==> src/rtl/pwr_ack_pkg.sv <==
package pwr_ack_pkg;
  typedef enum logic [2:0] {
    ST_OFF   = 3'd0,
    ST_PWRUP = 3'd1,
    ST_WIN   = 3'd2,
    ST_HELD  = 3'd3,
    ST_PWRDN = 3'd4
  } pa_state_e;
endpackage

==> src/rtl/pwr_ack_hold_sync.sv <==
module pwr_ack_hold_sync (
  input  logic clk,
  input  logic rst_n,
  input  logic hold_in,
  output logic hold_s,
  output logic fall_o
);
  logic meta_q, sync_q, prev_q;

  always_ff @(posedge clk or negedge rst_n) begin
    if (!rst_n) begin
      meta_q <= 1'b0;
      sync_q <= 1'b0;
      prev_q <= 1'b0;
    end else begin
      meta_q <= hold_in;
      sync_q <= meta_q;
      prev_q <= sync_q;
    end
  end

  assign hold_s = sync_q;
  assign fall_o = prev_q & ~sync_q;
endmodule

==> src/rtl/pwr_ack_timer.sv <==
module pwr_ack_timer #(
  parameter int CNT_W = 8
) (
  input  logic             clk,
  input  logic             rst_n,
  input  logic             load,
  input  logic [CNT_W-1:0] load_val,
  output logic             done
);
  logic [CNT_W-1:0] cnt_q;

  always_ff @(posedge clk or negedge rst_n) begin
    if (!rst_n)               cnt_q <= '0;
    else if (load)            cnt_q <= load_val;
    else if (cnt_q != '0)     cnt_q <= cnt_q - 1'b1;
  end

  // The count reaches its last cycle at 1; a loaded 0 also ends after one cycle.
  assign done = (cnt_q <= CNT_W'(1));
endmodule

==> src/rtl/pwr_ack_seq.sv <==
module pwr_ack_seq
  import pwr_ack_pkg::*;
#(
  parameter int WINDOW_CYCLES = 262144,
  parameter int LEN_W         = 8
) (
  input  logic             clk,
  input  logic             rst_n,
  input  logic             on_req,
  input  logic             hold_in,
  input  logic [LEN_W-1:0] up_len,
  input  logic [LEN_W-1:0] down_len,
  output logic             reset_out,
  output logic             seq_up_en,
  output logic             seq_dn_en,
  output logic [2:0]       state_o,
  output logic             off_pulse
);
  localparam int WIN_W = $clog2(WINDOW_CYCLES + 1);
  localparam int CNT_W = (WIN_W > LEN_W) ? WIN_W : LEN_W;

  pa_state_e        st_q, st_n;
  logic             hold_s, hold_fall;
  logic             tmr_load, tmr_done;
  logic [CNT_W-1:0] tmr_val;

  pwr_ack_hold_sync u_sync (
    .clk     (clk),
    .rst_n   (rst_n),
    .hold_in (hold_in),
    .hold_s  (hold_s),
    .fall_o  (hold_fall)
  );

  pwr_ack_timer #(.CNT_W(CNT_W)) u_tmr (
    .clk      (clk),
    .rst_n    (rst_n),
    .load     (tmr_load),
    .load_val (tmr_val),
    .done     (tmr_done)
  );

  always_comb begin
    st_n = st_q;
    unique case (st_q)
      ST_OFF:   if (on_req) st_n = ST_PWRUP;
      ST_PWRUP: if (tmr_done) st_n = ST_WIN;
      ST_WIN: begin
        if (hold_fall)     st_n = ST_PWRDN;
        else if (tmr_done) st_n = hold_s ? ST_HELD : ST_PWRDN;
      end
      ST_HELD:  if (hold_fall) st_n = ST_PWRDN;
      ST_PWRDN: if (tmr_done) st_n = ST_OFF;
      default:  st_n = ST_OFF;
    endcase
  end

  // Each timed state loads its own length on entry.
  always_comb begin
    tmr_load = (st_n != st_q);
    unique case (st_n)
      ST_PWRUP: tmr_val = CNT_W'(up_len);
      ST_WIN:   tmr_val = CNT_W'(WINDOW_CYCLES);
      ST_PWRDN: tmr_val = CNT_W'(down_len);
      default:  tmr_val = '0;
    endcase
  end

  always_ff @(posedge clk or negedge rst_n) begin
    if (!rst_n) begin
      st_q      <= ST_OFF;
      off_pulse <= 1'b0;
    end else begin
      st_q      <= st_n;
      off_pulse <= (st_q == ST_PWRDN) && (st_n == ST_OFF);
    end
  end

  assign reset_out = (st_q == ST_WIN) || (st_q == ST_HELD);
  assign seq_up_en = (st_q == ST_PWRUP);
  assign seq_dn_en = (st_q == ST_PWRDN);
  assign state_o   = st_q;
endmodule

==> config.mk <==
export PLATFORM = sky130hd
export DESIGN_NAME = pwr_ack_seq
export DESIGN_NICKNAME = d
export VERILOG_FILES = /design/src/rtl/pwr_ack_pkg.sv /design/src/rtl/pwr_ack_hold_sync.sv /design/src/rtl/pwr_ack_timer.sv /design/src/rtl/pwr_ack_seq.sv
export SDC_FILE = /design/constraint.sdc
export NUM_CORES = 1
export LEC_CHECK = 0
export BUFFER_PORTS_ARGS = -buffer_cell sky130_fd_sc_hd__buf_2
export CORE_MARGIN = 2
export CORE_UTILIZATION = 50
export DETAILED_ROUTE_END_ITERATION = 10
export PLACE_DENSITY = 0.74
export SYNTH_ARGS = -nofsm -noshare
export SYNTH_HDL_FRONTEND = slang
export SYNTH_HIERARCHICAL = 1
export SYNTH_SLANG_ARGS = --single-unit
==> constraint.sdc <==
create_clock -name clk -period 2.88 [get_ports clk]
set_input_delay 0.144 -clock clk [delete_from_list [all_inputs] [get_ports clk]]
set_output_delay 0.144 -clock clk [all_outputs]
set_load 0.005 [all_outputs]
# == Word level (Yosys, flattened, before mapping) ==
# Index checks and enable logic that the tools add are counted.
# W data, S select, Z words.
# totals
register_bits,26
latch_bits,0
mem_bits_rw,0
romBits,0
input_bits,20
output_inout_bits,7
elab_cells,35
memories,0
# classes
n_addsub,1
mul,0
div,0
n_lt_le_gt_ge,1
eq_ne,8
shifts,0
mux,11
bitwise,2
reduce_logical,6
# op_table
cell,n
$pmux W19 S3,1
$mux W19,2
$mux W3,7
$le A19 B1 Y1 const B,1
$reduce_bool A19 Y1,1
$sub A19 B1 Y19 const B,1
$pmux W3 S5,1
$eq A3 B2 Y1 const B,3
$eq A3 B1 Y1 const B,2
$eq A3 B3 Y1 const B,2
$logic_not A3 Y1,2
$ne A3 B3 Y1,1
$reduce_bool A2 Y1,1
$and A1 B1 Y1,1
$logic_and A1 B1 Y1,1
$logic_or A1 B1 Y1,1
$not A1 Y1,1

# == Depth between registers and ports, before layout ==
# Gate-level depths: netlist (run 1).
# logic_depth
word_depth,7
mapped_depth,13
depth_no_buf,12

# == Modules after synthesis ==
# The synthesis (run 1) kept the hierarchy.
# by_module_without_submodules
module,instances,cells_per_inst,area_each_um2,seq_area_each_um2
pwr_ack_timer,1,140,1268.7,475.5
pwr_ack_seq,1,51,417.9,100.1
pwr_ack_hold_sync,1,4,88.8,75.1

# == Least setup slack after synthesis (run 1) ==
# No wires, ideal clock.
# synth_path
kind,flip-flop to flip-flop
from,register u_tmr.cnt_q[0]
to,register u_tmr.cnt_q[7]
setup_time_ps,110
arrival_ps,2805
slack_ps,-36
path_stages_with_launch,13
period_less_slack_ps,2916
path_cell_list,dfrtp_1 nor4_1 clkbuf_1 a21oi_1 nor3_1 inv_1 a21oi_1 o32ai_1 o211ai_1 clkbuf_1 clkbuf_1 a21oi_1 o41ai_1
# synth_rtl
item,line,text
start: declaration,pwr_ack_timer.sv:10,logic [CNT_W-1:0] cnt_q;
start signal: assignment,pwr_ack_timer.sv:14,else if (load) cnt_q <= load_val;
start signal: assignment,pwr_ack_timer.sv:15,else if (cnt_q != '0) cnt_q <= cnt_q - 1'b1;
$le A19 B1 Y1 (*),pwr_ack_timer.sv:19,assign done = (cnt_q <= CNT_W'(1));
net tmr_done,pwr_ack_seq.sv:24,"logic tmr_load, tmr_done;"
$mux W3,pwr_ack_seq.sv:50,else if (tmr_done) st_n = hold_s ? ST_HELD : ST_PWRDN;
$mux W3,pwr_ack_seq.sv:49,if (hold_fall) st_n = ST_PWRDN;
$pmux W3 S5 (*),pwr_ack_seq.sv:45,unique case (st_q)
$ne A3 B3 Y1 (*),pwr_ack_seq.sv:60,tmr_load = (st_n != st_q);
net tmr_load,pwr_ack_seq.sv:24,
$mux W19 or $reduce_bool A2 Y1 (tied branches),--,
# Mark *: on every way through the listed nets, which the timed path passes. The rest lies on a longest branch. The select of a mux whose other input is x is not followed.
# A chain may end at the register's enable or synchronous reset.

# == Worst setup path after layout (run 1) ==
# layout_path
from,register u_tmr.cnt_q[8]
to,register u_tmr.cnt_q[5]
# layout_via
elab_chain_cells,7
# layout_rtl
item,line,text
$le A19 B1 Y1 (*),pwr_ack_timer.sv:19,
net tmr_done,pwr_ack_seq.sv:24,
$mux W3,pwr_ack_seq.sv:50,
$mux W3,pwr_ack_seq.sv:49,
$pmux W3 S5 (*),pwr_ack_seq.sv:45,
net st_n[2],pwr_ack_seq.sv:22,"pa_state_e st_q, st_n;"
"$eq A3 B3 Y1, or another cell as far along",pwr_ack_seq.sv:61,unique case (st_n)
$pmux W19 S3 (*),pwr_ack_seq.sv:61,
net tmr_val[5],pwr_ack_seq.sv:25,logic [CNT_W-1:0] tmr_val;
$mux W19 (*),pwr_ack_timer.sv:14,
# Mark *: on every way through the listed nets, which the timed path passes. The rest lies on a longest branch.

==> results of run 1 <==
-- placed cells by master, fill, tap and decap left out, types with 4 or more instances in the layout --
cell,instances
sky130_fd_sc_hd__a21oi_1,12
sky130_fd_sc_hd__buf_4,8
sky130_fd_sc_hd__mux2i_1,4
sky130_fd_sc_hd__a22o_1,8
sky130_fd_sc_hd__nor2_1,12
sky130_fd_sc_hd__o21ai_0,11
sky130_fd_sc_hd__a31oi_1,4
sky130_fd_sc_hd__nor4_4,4
sky130_fd_sc_hd__a2bb2oi_1,5
sky130_fd_sc_hd__nor3_1,10
sky130_fd_sc_hd__o31ai_1,5
sky130_fd_sc_hd__inv_1,11
sky130_fd_sc_hd__buf_2,26
sky130_fd_sc_hd__nand2_1,19
sky130_fd_sc_hd__dfrtp_1,26
sky130_fd_sc_hd__conb_1,10
-- registers in the layout, indices dropped and copies added, names as in the netlist --
register	flops
u_sync/prev_q	1
u_sync/meta_q	1
u_sync/hold_s	1
off_pulse	1
u_tmr/cnt_q	19
state_o	3
-- cell usage after synthesis (all sizes together) (5+ instances only) --
master | number | area share (%)
clkbuf | 5 | 1.1
o21ai | 13 | 4.3
a22o | 8 | 3.9
inv | 11 | 2.3
nor2 | 13 | 2.9
a21oi | 13 | 3.9
dfrtp | 26 | 37
o31ai | 6 | 2.8
a2bb2oi | 5 | 2.5
nand2 | 20 | 4.4
nor3 | 12 | 3.7
nor4 | 5 | 5.1
-- per-layer routing --
layer  vias to the layer above  part of all wire (%)
li1                        801                     -
met2                        32                    49
met3                         2                   3.9
met5                         -                     0
met1                       792                    47
met4                         0                  0.41
-- final cells by class --
class | count | area [um^2]
sequential | 26 | 651
fill | 310 | 1280
clock buffer | 3 | 22.5
timing repair buffer | 37 | 230
inverter | 11 | 41.3
tap | 46 | 57.6
multi-input combinational | 158 | 1080
-- metrics by stage --
step           area (um^2)  worst slack (ns)
2_1_floorplan         1810             0.144
3_3_place_gp          2020             0.286
3_5_place_dp          2020             0.223
4_1_cts               2070             0.179
5_1_grt               2080            0.0281
6_report              2080             0.263
-- worst max-delay path, cell delays in order, from the launching register on --
cell	delay, ns
sky130_fd_sc_hd__dfrtp_1	0.51
sky130_fd_sc_hd__nor4_4	0.36
sky130_fd_sc_hd__nand2_2	0.12
sky130_fd_sc_hd__nor3_2	0.29
sky130_fd_sc_hd__buf_4	0.19
sky130_fd_sc_hd__nor2_1	0.06
sky130_fd_sc_hd__a32oi_2	0.23
sky130_fd_sc_hd__o21ai_4	0.13
sky130_fd_sc_hd__a22o_1	0.25
sky130_fd_sc_hd__nand2_1	0.06
sky130_fd_sc_hd__o21ai_0	0.07
sky130_fd_sc_hd__a31oi_1	0.14
sky130_fd_sc_hd__o21ai_0	0.10
-- worst max path at each step --
stage                     slack [ns]            from  cells after the start         endpoint
after global placement          0.29  u_tmr/cnt_q[8]                     12   u_tmr/cnt_q[5]
after floorplan                 0.14  u_tmr/cnt_q[0]                     12   u_tmr/cnt_q[7]
after detailed placement        0.22  u_tmr/cnt_q[8]                     10  u_tmr/cnt_q[17]
final                           0.26  u_tmr/cnt_q[8]                     12   u_tmr/cnt_q[5]
after CTS                       0.18  u_tmr/cnt_q[8]                     10  u_tmr/cnt_q[17]
after global routing            0.03  u_tmr/cnt_q[8]                     11   u_tmr/cnt_q[5]
-- logic make-up (layout without fill, tap and decap cells) --
| kind of cell | count (synthesis) | count (layout) | share of synthesized area, % |
|---|---|---|---|
| xor+xnor | 4 | 4 | 1.97 |
| mux | 4 | 4 | 2.26 |
| compound gates | 64 | 64 | 26.6 |
| flops | 26 | 26 | 36.6 |
| simple gates | 74 | 74 | 26.1 |
| fa+ha+maj | 2 | 2 | 1.41 |
| buf+inv | 20 | 51 | 4.79 |
| other cells | 1 | 10 | 0.211 |
-- what timing repair did --
item	4_1_cts	5_1_grt
gates resized for setup	0	0
buffers inserted	0	2
hold buffers	2	0
setup endpoints to repair	0	1
endpoints found under the hold margin	27	0
-- power by group --
group | internal [uW] | switching (uW) | leakage [uW]
clock | 48.9 | 108 | 0.0000138
sequential | 438 | 139 | 0.000307
combinational | 138 | 145 | 0.000569
total | 626 | 392 | 0.000890
==> impl_results.rst, run 1 <==
.. list-table::
   :header-rows: 1

   * - Metric
     - Value
   * - Standby leakage power
     - roughly 0.00089 uW
   * - Number of diodes
     - 0
   * - First-pass GRT wire length
     - 6910 um
   * - Final Total Pwr
     - just over 1000 uW
   * - Setup repair after global routing missed its margin
     - no
   * - Category of the worst setup path capture point
     - flop
   * - Maximum VDD drop
     - between 0.0002 and 0.00025 V
   * - Max Transition Viols Final
     - 0
   * - Chip Width
     - roughly 64 um
   * - Later-pin clock latency in the skew report
     - ~0.31 ns
   * - R2R setup slack
     - ~0.26 ns
   * - Die height
     - 63.6 um
   * - Startpoint-to-endpoint class of the critical path
     - flop to flop
   * - Worst Hold Depth
     - 4
   * - Endpoint of the most critical register-to-register path
     - u_tmr/cnt_q[5]
   * - Register bit total from synthesis
     - 26
   * - Count of boundary I/O pins
     - 27
   * - Total of warnings raised by yosys
     - 6
   * - Most Crowded Layer GR
     - met2
   * - Pin count of the biggest net entering global routing
     - 40
   * - Cell Rows
     - 21
   * - Required time of the critical path
     - around 3.1 ns
   * - Number of DRC markers in iteration 0
     - approximately 120
   * - Max-Slew Margin vs Limit
     - 60.2%
   * - Distinct cell type count after synthesis
     - 57
   * - Final setup skew
     - between 0.004 and 0.005 ns
   * - Count of antenna-violating nets left after detailed routing
     - 0
   * - Result of the run
     - complete, no violations
   * - Root Buffer
     - sky130_fd_sc_hd__clkbuf_4
   * - Average via count per standard cell
     - ~5.8
   * - Start of the worst register-to-register path
     - u_tmr/cnt_q[8]
   * - Remaining Overflow, GRT
     - 0
   * - Vias in the first global route
     - 1,476
   * - Routed WL per cell
     - ~15 um
   * - Total detailed-routing wirelength
     - 4130 um
   * - Upper clock frequency limit
     - between 0.3 and 0.4 GHz
   * - Fraction of the yosys area taken by sequential cells
     - a little over a third
   * - R2R depth
     - 12
   * - Initial core utilization
     - approximately 53%
   * - Capture endpoint of the worst hold path
     - u_tmr/cnt_q[1]
   * - Total instance count after detailed placement
     - between 200 and 300
   * - Cell Pwr Density
     - about 490 nW/um^2
   * - Area of the die
     - ~4000 um^2
   * - CTS H-Tree Depth
     - 1
   * - Data arrival at the endpoint of the critical path
     - about 2.8 ns
   * - Setup_tns
     - 0 ns
   * - Met2 global-route usage
     - about a third
   * - Met3 track demand over resource
     - between 3 and 4%
   * - Count of buffers from port buffering
     - 26
   * - Dpl hpwl
     - roughly 3000 um
   * - Count of endpoints failing setup in the final report
     - 0
   * - Hold_sp
     - up_len[1]
   * - Share of cells above drive strength 1
     - 23.8%
   * - Standard cell core area
     - ~3400 um^2
   * - Period minus WS final
     - around 2.6 ns
   * - Non-filler cells in the finished layout
     - ~280
   * - Highest fanout seen on the critical path
     - 10
   * - Instance count of the mapped netlist
     - 195
   * - Most frequently used flop master after synthesis
     - sky130_fd_sc_hd__dfrtp_1
   * - Placer Congestion
     - approximately 0.80
   * - Post-Synthesis Mean Instance Area
     - just over 9 um^2
   * - Number of vias after detailed routing
     - ~1,600
   * - Number of detailed-routing iterations run before antenna repair
     - 4
   * - Antenna violations before repair
     - 0
   * - DRC viols
     - 0
   * - Max Cap Viol
     - 0
   * - Aggregate global-route resource usage
     - roughly a fifth
   * - Sinks on Clock Net
     - 26
   * - Final hold violation count
     - 0
   * - Startpoint kind of the worst setup timing path
     - flop
   * - Class of the tightest hold or removal check
     - input pin to flop
   * - FFs w/ async S/R, synth
     - 100%
   * - GR Layer Usage met1
     - between 20 and 30%
   * - Cts bufs inserted
     - 3
   * - Post-synthesis cell area
     - roughly 1800 um^2
   * - NumNets Final
     - 259
   * - Utilization of the core after routing
     - 61.9%
   * - CTS tree
     - built
   * - Worst hold margin
     - between 0.15 and 0.2 ns
   * - Register clock-pin slew on the reported worst setup and hold paths
     - approximately 0.14 ns
   * - Clock Path Buffers
     - 2
   * - Post-synth EDFFs
     - 0
   * - Part of the cycle the worst path needs
     - 90.9%
   * - P&R area growth vs syn
     - 17.2%
   * - Slew at the pin closest to its max-slew limit
     - 0.597 ns
Power figures use the tool's default switching activity.
==> run 2: changes to the inputs <==
ABC_AREA = 1   (was unset)
CORE_MARGIN = unset   (was 2)
==> run 2 against run 1 <==
Flip-flop and latch count stayed put. Worst hold slack gained 0.032 ns. Cell count is 34% higher. Critical endpoint is now u_tmr/cnt_q[8].
==> impl_results.rst, run 2 <==
.. list-table::
   :header-rows: 1

   * - Metric
     - Value
   * - DRC viols
     - 0 (unchanged)
   * - Final setup skew
     - 0.00676 ns (+0.00246 ns)
   * - Post-Place Cell Area
     - 2150 um^2 (+6.2%)
   * - Maximum VDD drop
     - 0.000345 V (+43%)
   * - Number of detailed-routing iterations run before antenna repair
     - 4 (unchanged)
   * - Fraction of the yosys area taken by sequential cells
     - 33.9% (-2.8 points)
   * - Post-Synthesis Mean Instance Area
     - 6.72 um^2 (-26%)
   * - Count of boundary I/O pins
     - 27 (unchanged)
   * - Pin count of the biggest net entering global routing
     - 27 (-33%)
   * - Cell Pwr Density
     - 652 nW/um^2 (+33%)
   * - Upper clock frequency limit
     - 0.369 GHz (-3.4%)
   * - Post-synthesis cell area
     - 1920 um^2 (+8.2%)
   * - Data arrival at the endpoint of the critical path
     - 2.88 ns (+0.07 ns)
   * - Distinct cell type count after synthesis
     - 30 (-47%)
   * - Sinks on Clock Net
     - 26 (unchanged)
   * - Highest fanout seen on the critical path
     - 9 (-1)
   * - Synth top area share
     - 33.9% (-2.8 points)
   * - Average via count per standard cell
     - 5.06 (-13%)
   * - Startpoint kind of the worst setup timing path
     - flop
   * - Remaining Overflow, GRT
     - 0 (unchanged)
   * - R2R setup slack
     - 0.17 ns (-0.09 ns)
   * - Standby leakage power
     - 0.00113 uW (+27%)
   * - Standard cell core area
     - 3660 um^2 (+8.9%)
   * - Final Cell Area
     - 2290 um^2 (+10%)
   * - Total detailed-routing wirelength
     - 4540 um (+9.9%)
   * - Commonest cells after routing, fill and taps aside
     - sky130_fd_sc_hd__nand2_1 (87), sky130_fd_sc_hd__nor2_1 (33), sky130_fd_sc_hd__nand3_1 (30)
   * - Part of the cycle the worst path needs
     - 94.0% (+3.2 points)
   * - Start of the worst register-to-register path
     - u_tmr/cnt_q[7]
   * - Max Transition Viols Final
     - 0 (unchanged)
   * - Register clock-pin slew on the reported worst setup and hold paths
     - 0.09 ns (-0.05 ns)
   * - Chip Width
     - 64.0 um (+0.64%)
   * - Clock share of power
     - 20.9% (+5.5 points)
   * - First-pass GRT wire length
     - 7890 um (+14%)
   * - Cell types with the largest area share after synthesis
     - sky130_fd_sc_hd__dfrtp_1 (34%), sky130_fd_sc_hd__nand2_1 (17%), sky130_fd_sc_hd__nand3_1 (8.1%)
   * - Switching portion of total power
     - 40.7% (+2.2 points)
   * - Final Total Pwr
     - 1500 uW (+47%)
   * - P&R area growth vs syn
     - 19.3%
   * - R2R depth
     - 16 (+4)
   * - Placer Congestion
     - 0.922 (+15%)
   * - Startpoint-to-endpoint class of the critical path
     - flop to flop
   * - Clock Path Buffers
     - 2 (unchanged)
   * - Non-filler cells in the finished layout
     - 376 (+34%)
   * - Register with the most flip-flops
     - u_tmr/cnt_q
   * - Count of buffers from port buffering
     - 26 (unchanged)
   * - Switching power of the nets
     - 610 uW (+55%)
   * - Power share of the combinational group
     - 35.4% (+7.6 points)
   * - Count of antenna-violating nets left after detailed routing
     - 0 (unchanged)
   * - Cell Rows
     - 22 (+4.8%)
   * - Most common cell after layout, fill and taps aside
     - sky130_fd_sc_hd__nand2_1
   * - Initial core utilization
     - 52.5% (-0.30 points)
   * - Later-pin clock latency in the skew report
     - 0.28 ns (-0.03 ns)
   * - Number of vias after detailed routing
     - 1,902 (+17%)
   * - Top cell types by occurrence after synthesis
     - sky130_fd_sc_hd__nand2_1 (88), sky130_fd_sc_hd__nor2_1 (36), sky130_fd_sc_hd__nand3_1 (31), sky130_fd_sc_hd__dfrtp_1 (26), sky130_fd_sc_hd__inv_1 (25)
   * - Top-count cell post-synth
     - sky130_fd_sc_hd__nand2_1
   * - Antenna violations before repair
     - 0 (unchanged)
   * - CTS H-Tree Depth
     - 1 (unchanged)
   * - Cts bufs inserted
     - 3 (unchanged)
   * - Class of the tightest hold or removal check
     - input pin to flop
   * - Portion of total power attributed to sequential cells
     - 43.7% (-13 points)
   * - CTS tree
     - built
   * - Number of diodes
     - 0 (unchanged)
   * - Required time of the critical path
     - 3.05 ns (-0.03 ns)
   * - Category of the worst setup path capture point
     - flop
   * - Total instance count after detailed placement
     - 369 (+35%)
   * - Final hold violation count
     - 0 (unchanged)
   * - Largest area contributor in the netlist
     - sky130_fd_sc_hd__dfrtp_1
   * - Result of the run
     - complete, no violations
   * - Endpoint of the most critical register-to-register path
     - u_tmr/cnt_q[8]
   * - Internal power contribution
     - 887 uW (+42%)
   * - Max-Slew Margin vs Limit
     - 60.3% (+0.078 points)
   * - Capture endpoint of the worst hold path
     - u_tmr/cnt_q[4]
   * - Count of endpoints failing setup in the final report
     - 0 (unchanged)
   * - Flip-flop count of the largest register, all copies and words added
     - 19 (unchanged)
   * - Die height
     - 64.0 um (+0.64%)
   * - Total of warnings raised by yosys
     - 6 (unchanged)
   * - Area of the die
     - 4100 um^2 (+1.3%)
   * - Aggregate global-route resource usage
     - 24.7% (+3.5 points)
   * - Slew at the pin closest to its max-slew limit
     - 0.596 ns (-0.00117 ns)
   * - Share of cells above drive strength 1
     - 23.8% (-0.049 points)
   * - NumNets Final
     - 351 (+36%)
   * - Hold_sp
     - down_len[4]
   * - Dpl hpwl
     - 3350 um (+11%)
   * - Register bit total from synthesis
     - 26 (unchanged)
   * - Max Cap Viol
     - 0 (unchanged)
   * - Number of DRC markers in iteration 0
     - 101 (-12%)
   * - Root Buffer
     - sky130_fd_sc_hd__clkbuf_8
   * - Instance count of the mapped netlist
     - 286 (+47%)
   * - Most frequently used flop master after synthesis
     - sky130_fd_sc_hd__dfrtp_1
   * - Post-synth EDFFs
     - 0 (unchanged)
   * - Worst Hold Depth
     - 5 (+1)
   * - Vias in the first global route
     - 1,808 (+22%)
   * - Routed WL per cell
     - 12.1 um (-18%)
   * - Period minus WS final
     - 2.71 ns (+0.0909 ns)
   * - FFs w/ async S/R, synth
     - 100% (unchanged)
run 2: final cells by class:
class | count | area, um^2
clock buffers | 3 | 41.3
clock inverters | 1 | 30.0
fillers | 349 | 1370
inverters | 30 | 118
multi-input cells | 233 | 1180
flip-flops and latches | 26 | 653
well taps | 48 | 60.1
repair buffers | 35 | 206
run 2: per-layer routing:
layer | vias to the layer above | GRT usage, % | share of wire [%] | wire (um)
met5 | - | 0 | 0 | 0
met1 | 867 | 32.2 | 46 | 2080
li1 | 979 | - | - | -
met4 | 0 | 9.38 | 1.3 | 60
met2 | 51 | 41.8 | 49 | 2230
met3 | 5 | 2.86 | 4.0 | 181
run 2: timing repair:
action	in CTS	in global routing
endpoints found under the setup margin	0	19
hold endpoints to repair	27	0
hold buffers	2	0
buffers inserted	0	1
resized for setup	0	13
run 2: critical path, stage by stage, from the launching register on:
cell and delay, ns:
sky130_fd_sc_hd__dfrtp_1 0.42, sky130_fd_sc_hd__nor2_1 0.20, sky130_fd_sc_hd__nand2_2 0.11, sky130_fd_sc_hd__nor2_4 0.17, sky130_fd_sc_hd__nand3_2 0.12, sky130_fd_sc_hd__a21oi_2 0.17, sky130_fd_sc_hd__buf_4 0.16, sky130_fd_sc_hd__nand2_1 0.07
sky130_fd_sc_hd__o21ai_1 0.08, sky130_fd_sc_hd__nand3_1 0.12, sky130_fd_sc_hd__nand3_1 0.11, sky130_fd_sc_hd__nand3_1 0.12, sky130_fd_sc_hd__inv_1 0.31, sky130_fd_sc_hd__buf_4 0.23, sky130_fd_sc_hd__nand3_1 0.07, sky130_fd_sc_hd__o21ai_0 0.09
sky130_fd_sc_hd__nor2_1 0.06
run 2: power groups by stage:
stage,clock [uW],sequential [uW],combinational (uW)
floorplan,0,601,403
global placement,0,634,497
detailed placement,0,634,503
CTS,318,628,511
global route,329,670,605
finish,312,654,530
run 2: cell families after synthesis:
kind of cell	Yosys count	share of synthesized area (%)
flops	26	33.9
buf+inv	36	8.27
xor+xnor	4	1.82
fa+ha+maj	2	1.30
simple gates	193	47.7
other cells	1	0.195
compound gates	24	6.84
run 2: worst max-delay path by stage:
| stage | startpoint | end | cells past startpoint |
|---|---|---|---|
| after floorplan | u_tmr/cnt_q[3] | u_tmr/cnt_q[4] | 15 |
| after global placement | u_tmr/cnt_q[5] | u_tmr/cnt_q[18] | 18 |
| after global routing | u_tmr/cnt_q[7] | u_tmr/cnt_q[18] | 18 |
| after detailed placement | u_tmr/cnt_q[5] | u_tmr/cnt_q[18] | 18 |
| final | u_tmr/cnt_q[7] | u_tmr/cnt_q[8] | 16 |
| after CTS | u_tmr/cnt_q[5] | u_tmr/cnt_q[18] | 18 |
run 2: through the flow:
step / util, % / TNS [ns] / setup slack, ns / hold slack, ns
finish: 62.6 / 0 / 0.172 / 0.204
global route: 62.6 / -0.0296 / -0.0296 / 0.232
CTS: 61.2 / 0 / 0.0732 / 0.201
detailed placement: 58.7 / 0 / 0.131 / 0.196
global placement: 58.7 / 0 / 0.169 / 0.191
floorplan: - / 0 / 0.398 / -0.152
==> run 3: changes to the inputs <==
--- a/config.mk
+++ b/config.mk
@@ -9,5 +9,6 @@
 export BUFFER_PORTS_ARGS = -buffer_cell sky130_fd_sc_hd__buf_2
+export CORE_MARGIN = 2
 export CORE_UTILIZATION = 50
 export DETAILED_ROUTE_END_ITERATION = 10
-export PLACE_DENSITY = 0.74
+export PLACE_DENSITY = 0.71
 export SYNTH_ARGS = -nofsm -noshare
==> constraint.sdc (replaced) <==
create_clock -name clk -period 2.6 [get_ports clk]
set_input_delay 0.13 -clock clk [delete_from_list [all_inputs] [get_ports clk]]
set_output_delay 0.13 -clock clk [all_outputs]
set_load 0.1 [all_outputs]
==> run 3 against run 2 <==
Largest cell class unchanged. Sequential power is 20% higher. Routed wire length is 9.7% higher. Highest routed layer unchanged. Final area is 7.7% higher. Core utilization is 4.3 points higher. Register-to-register slack worse by 0.04 ns. Die area is 6.3% higher. Count of clock-buffer cells in the layout stayed put.
==> impl_results.rst, run 3 (synthesis results as in run 2) <==
.. list-table::
   :header-rows: 1

   * - Metric
     - Value
   * - NumNets Final
     - 363 (+3.4%)
   * - Largest stage delay on the critical path
     - 0.46 ns (+0.04 ns)
   * - Worst hold margin
     - 0.188 ns (-0.0160 ns)
   * - Initial core utilization
     - 52.1% (-0.39 points)
   * - Antenna violations before repair
     - 0 (unchanged)
   * - Dpl hpwl
     - 3440 um (+2.8%)
   * - Upper clock frequency limit
     - 0.405 GHz (+9.7%)
   * - Post-Place Cell Area
     - 2200 um^2 (+2.4%)
   * - Startpoint kind of the worst setup timing path
     - flop
   * - Slew at the pin closest to its max-slew limit
     - 0.598 ns (+0.00156 ns)
   * - Final hold violation count
     - 0 (unchanged)
   * - Aggregate global-route resource usage
     - 23.8% (-0.93 points)
   * - Required time of the critical path
     - 2.77 ns (-0.28 ns)
   * - Cell-by-cell trace of the critical path
     - nor2_4 -> nand2_2 -> nor2_4 -> nand4_1 -> a21oi_2 -> buf_6 -> nand2_1 -> o21ai_1 -> nand3_1 -> nand3_1 -> nand3_2 -> nor2_2 -> nand4_1 -> buf_4 -> o21bai_1 -> nor2_1
   * - Routed WL per cell
     - 12.8 um (+6.3%)
   * - Data arrival at the endpoint of the critical path
     - 2.64 ns (-0.24 ns)
   * - Period minus WS final
     - 2.47 ns (-0.240 ns)
   * - Max-Slew Margin vs Limit
     - 60.1% (-0.10 points)
   * - Non-filler cells in the finished layout
     - 388 (+3.2%)
   * - R2R setup slack
     - 0.13 ns (-0.04 ns)
   * - Root Buffer
     - sky130_fd_sc_hd__clkbuf_8
   * - DRC viols
     - 0 (unchanged)
   * - Count of endpoints failing setup in the final report
     - 0 (unchanged)
   * - Commonest cells after routing, fill and taps aside
     - sky130_fd_sc_hd__nand2_1 (84), sky130_fd_sc_hd__nand3_1 (29), sky130_fd_sc_hd__buf_2 (26)
   * - Pin count of the biggest net entering global routing
     - 27 (unchanged)
   * - Highest fanout seen on the critical path
     - 6 (-3)
   * - Chip Width
     - 66.0 um (+3.1%)
   * - Most common cell after layout, fill and taps aside
     - sky130_fd_sc_hd__nand2_1
   * - Launch point of the worst path
     - u_tmr/cnt_q[2]
   * - Standard cell core area
     - 3690 um^2 (+0.75%)
   * - CTS tree
     - built
   * - Standby leakage power
     - 0.00119 uW (+5.4%)
   * - Register clock-pin slew on the reported worst setup and hold paths
     - 0.09 ns (about the same)
   * - Clock Path Buffers
     - 2 (unchanged)
   * - Capture endpoint of the worst hold path
     - u_tmr/cnt_q[4]
   * - Count of buffers from port buffering
     - 26 (unchanged)
   * - Number of vias after detailed routing
     - 1,977 (+3.9%)
   * - Sinks on Clock Net
     - 26 (unchanged)
   * - Routed wl met3
     - 208 um (+15%)
   * - Number of detailed-routing iterations run before antenna repair
     - 4 (unchanged)
   * - Area of the die
     - 4360 um^2 (+6.3%)
   * - Max Cap Viol
     - 0 (unchanged)
   * - Number of diodes
     - 0 (unchanged)
   * - Total detailed-routing wirelength
     - 4980 um (+9.7%)
   * - Wire length on met2
     - 2500 um (+12%)
   * - Hold_sp
     - down_len[4]
   * - Number of DRC markers in iteration 0
     - 160 (+58%)
   * - Number of buffers and inverters on the critical path
     - 2 (-1)
   * - Class of the tightest hold or removal check
     - input pin to flop
   * - Routed length on met1
     - 2240 um (+7.8%)
   * - Start of the worst register-to-register path
     - u_tmr/cnt_q[2]
   * - Remaining Overflow, GRT
     - 0 (unchanged)
   * - Cell Pwr Density
     - 747 nW/um^2 (+15%)
   * - Register with the most flip-flops
     - u_tmr/cnt_q
   * - Endpoint of the most critical register-to-register path
     - u_tmr/cnt_q[17]
   * - Worst Hold Depth
     - 5 (unchanged)
   * - Maximum VDD drop
     - 0.000449 V (+30%)
   * - Result of the run
     - complete, no violations
   * - CTS H-Tree Depth
     - 1 (unchanged)
   * - Slowest-stage cell, CP
     - sky130_fd_sc_hd__dfrtp_2
   * - Count of antenna-violating nets left after detailed routing
     - 0 (unchanged)
   * - Final Cell Area
     - 2470 um^2 (+7.7%)
   * - Cell Rows
     - 22 (unchanged)
   * - P&R area growth vs syn
     - 28.5%
   * - Max Transition Viols Final
     - 0 (unchanged)
   * - Total instance count after detailed placement
     - 375 (+1.6%)
   * - R2R depth
     - 16 (unchanged)
   * - Category of the worst setup path capture point
     - flop
   * - Vias in the first global route
     - 1,767 (-2.3%)
   * - Later-pin clock latency in the skew report
     - 0.28 ns (about the same)
   * - Count of boundary I/O pins
     - 27 (unchanged)
   * - FILL cells
     - 328 (-6.0%)
   * - Die height
     - 66.0 um (+3.1%)
   * - Part of the cycle the worst path needs
     - 94.9% (+0.90 points)
   * - Dominant delay contributor by cell family on the critical path
     - simple AND/OR/NAND/NOR gates
   * - Startpoint-to-endpoint class of the critical path
     - flop to flop
   * - Cts bufs inserted
     - 3 (unchanged)
   * - Flip-flop count of the largest register, all copies and words added
     - 19 (unchanged)
   * - Placer Congestion
     - 1.01 (+9.1%)
   * - Average via count per standard cell
     - 5.10 (+0.73%)
   * - Share of cells above drive strength 1
     - 33.2% (+9.5 points)
   * - Highest routed metal layer
     - met4
   * - Final setup skew
     - 0.00427 ns (-0.00249 ns)
   * - First-pass GRT wire length
     - 8000 um (+1.5%)
-- run 3: changes by cell type in the layout (fill, tap and decap cells not counted), moves of 3 or more --
| cell | before | now |
|---|---|---|
| sky130_fd_sc_hd__buf_4 | 6 | 18 |
| sky130_fd_sc_hd__dfrtp_1 | 24 | 14 |
| sky130_fd_sc_hd__dfrtp_2 | 2 | 12 |
| sky130_fd_sc_hd__nand2_1 | 87 | 84 |
| sky130_fd_sc_hd__nand2_2 | 6 | 9 |
| sky130_fd_sc_hd__nor2_1 | 33 | 25 |
| sky130_fd_sc_hd__nor2_4 | 8 | 15 |
-- run 3: repair_timing --
| action | in CTS | in global routing |
|---|---|---|
| endpoints found under the setup margin | 1 | 19 |
| buffers inserted | 0 | 7 |
| hold buffers | 2 | 0 |
| hold endpoints to repair | 27 | 0 |
| resized for setup | 1 | 40 |
| pin swaps | 0 | 18 |
-- run 3: where the power goes --
group / total [uW] / switching (uW) / internal, uW
logic: 723 / 399 / 324
clock network: 340 / 134 / 206
registers: 783 / 230 / 553
total: 1850 / 763 / 1080
-- run 3: metal layers --
metal  track usage, %  vias up
li1                 -     1008
met5                0        -
met3             2.90        6
met2             39.9       54
met4             5.87        0
met1             32.7      909
-- run 3: area by class of cell --
cell class                      instances  area [um^2]  share of cell area [%]
Sequential cell                        26          666                    27.0
Clock buffer                            3         41.3                    1.67
Multi-Input combinational cell        233         1260                    51.0
Timing Repair Buffer                   47          297                    12.0
Tap cell                               48         60.1                    2.43
Inverter                               30          118                    4.76
Clock inverter                          1         30.0                    1.22
-- run 3: stage by stage --
stage | setup TNS, ns | setup WS (ns) | power [uW] | utilization [%]
5_1_grt | -0.0692 | -0.0200 | 1970 | 67.0
4_1_cts | 0 | 0.00707 | 1650 | 62.2
3_3_place_gp | 0 | 0.0240 | 1290 | 59.7
3_5_place_dp | 0 | 0.0384 | 1290 | 59.7
6_report | 0 | 0.132 | 1850 | 67.0
2_1_floorplan | 0 | 0.0362 | 1110 | -
-- run 3: worst max path at each step --
stage                     slack, ns         endpoint  depth (start not counted)
final                          0.13  u_tmr/cnt_q[17]                         16
after global routing          -0.02  u_tmr/cnt_q[17]                         16
after CTS                     0.007  u_tmr/cnt_q[18]                         15
after detailed placement       0.04  u_tmr/cnt_q[18]                         17
after global placement         0.02  u_tmr/cnt_q[18]                         17
after floorplan                0.04   u_tmr/cnt_q[4]                         12
-- run 3: tightest hold or removal path, stage by stage --
cell and delay [ns]:
sky130_fd_sc_hd__buf_2 0.09, sky130_fd_sc_hd__nand2_1 0.05, sky130_fd_sc_hd__nand2_1 0.05, sky130_fd_sc_hd__nand2_1 0.05
sky130_fd_sc_hd__a21oi_1 0.05
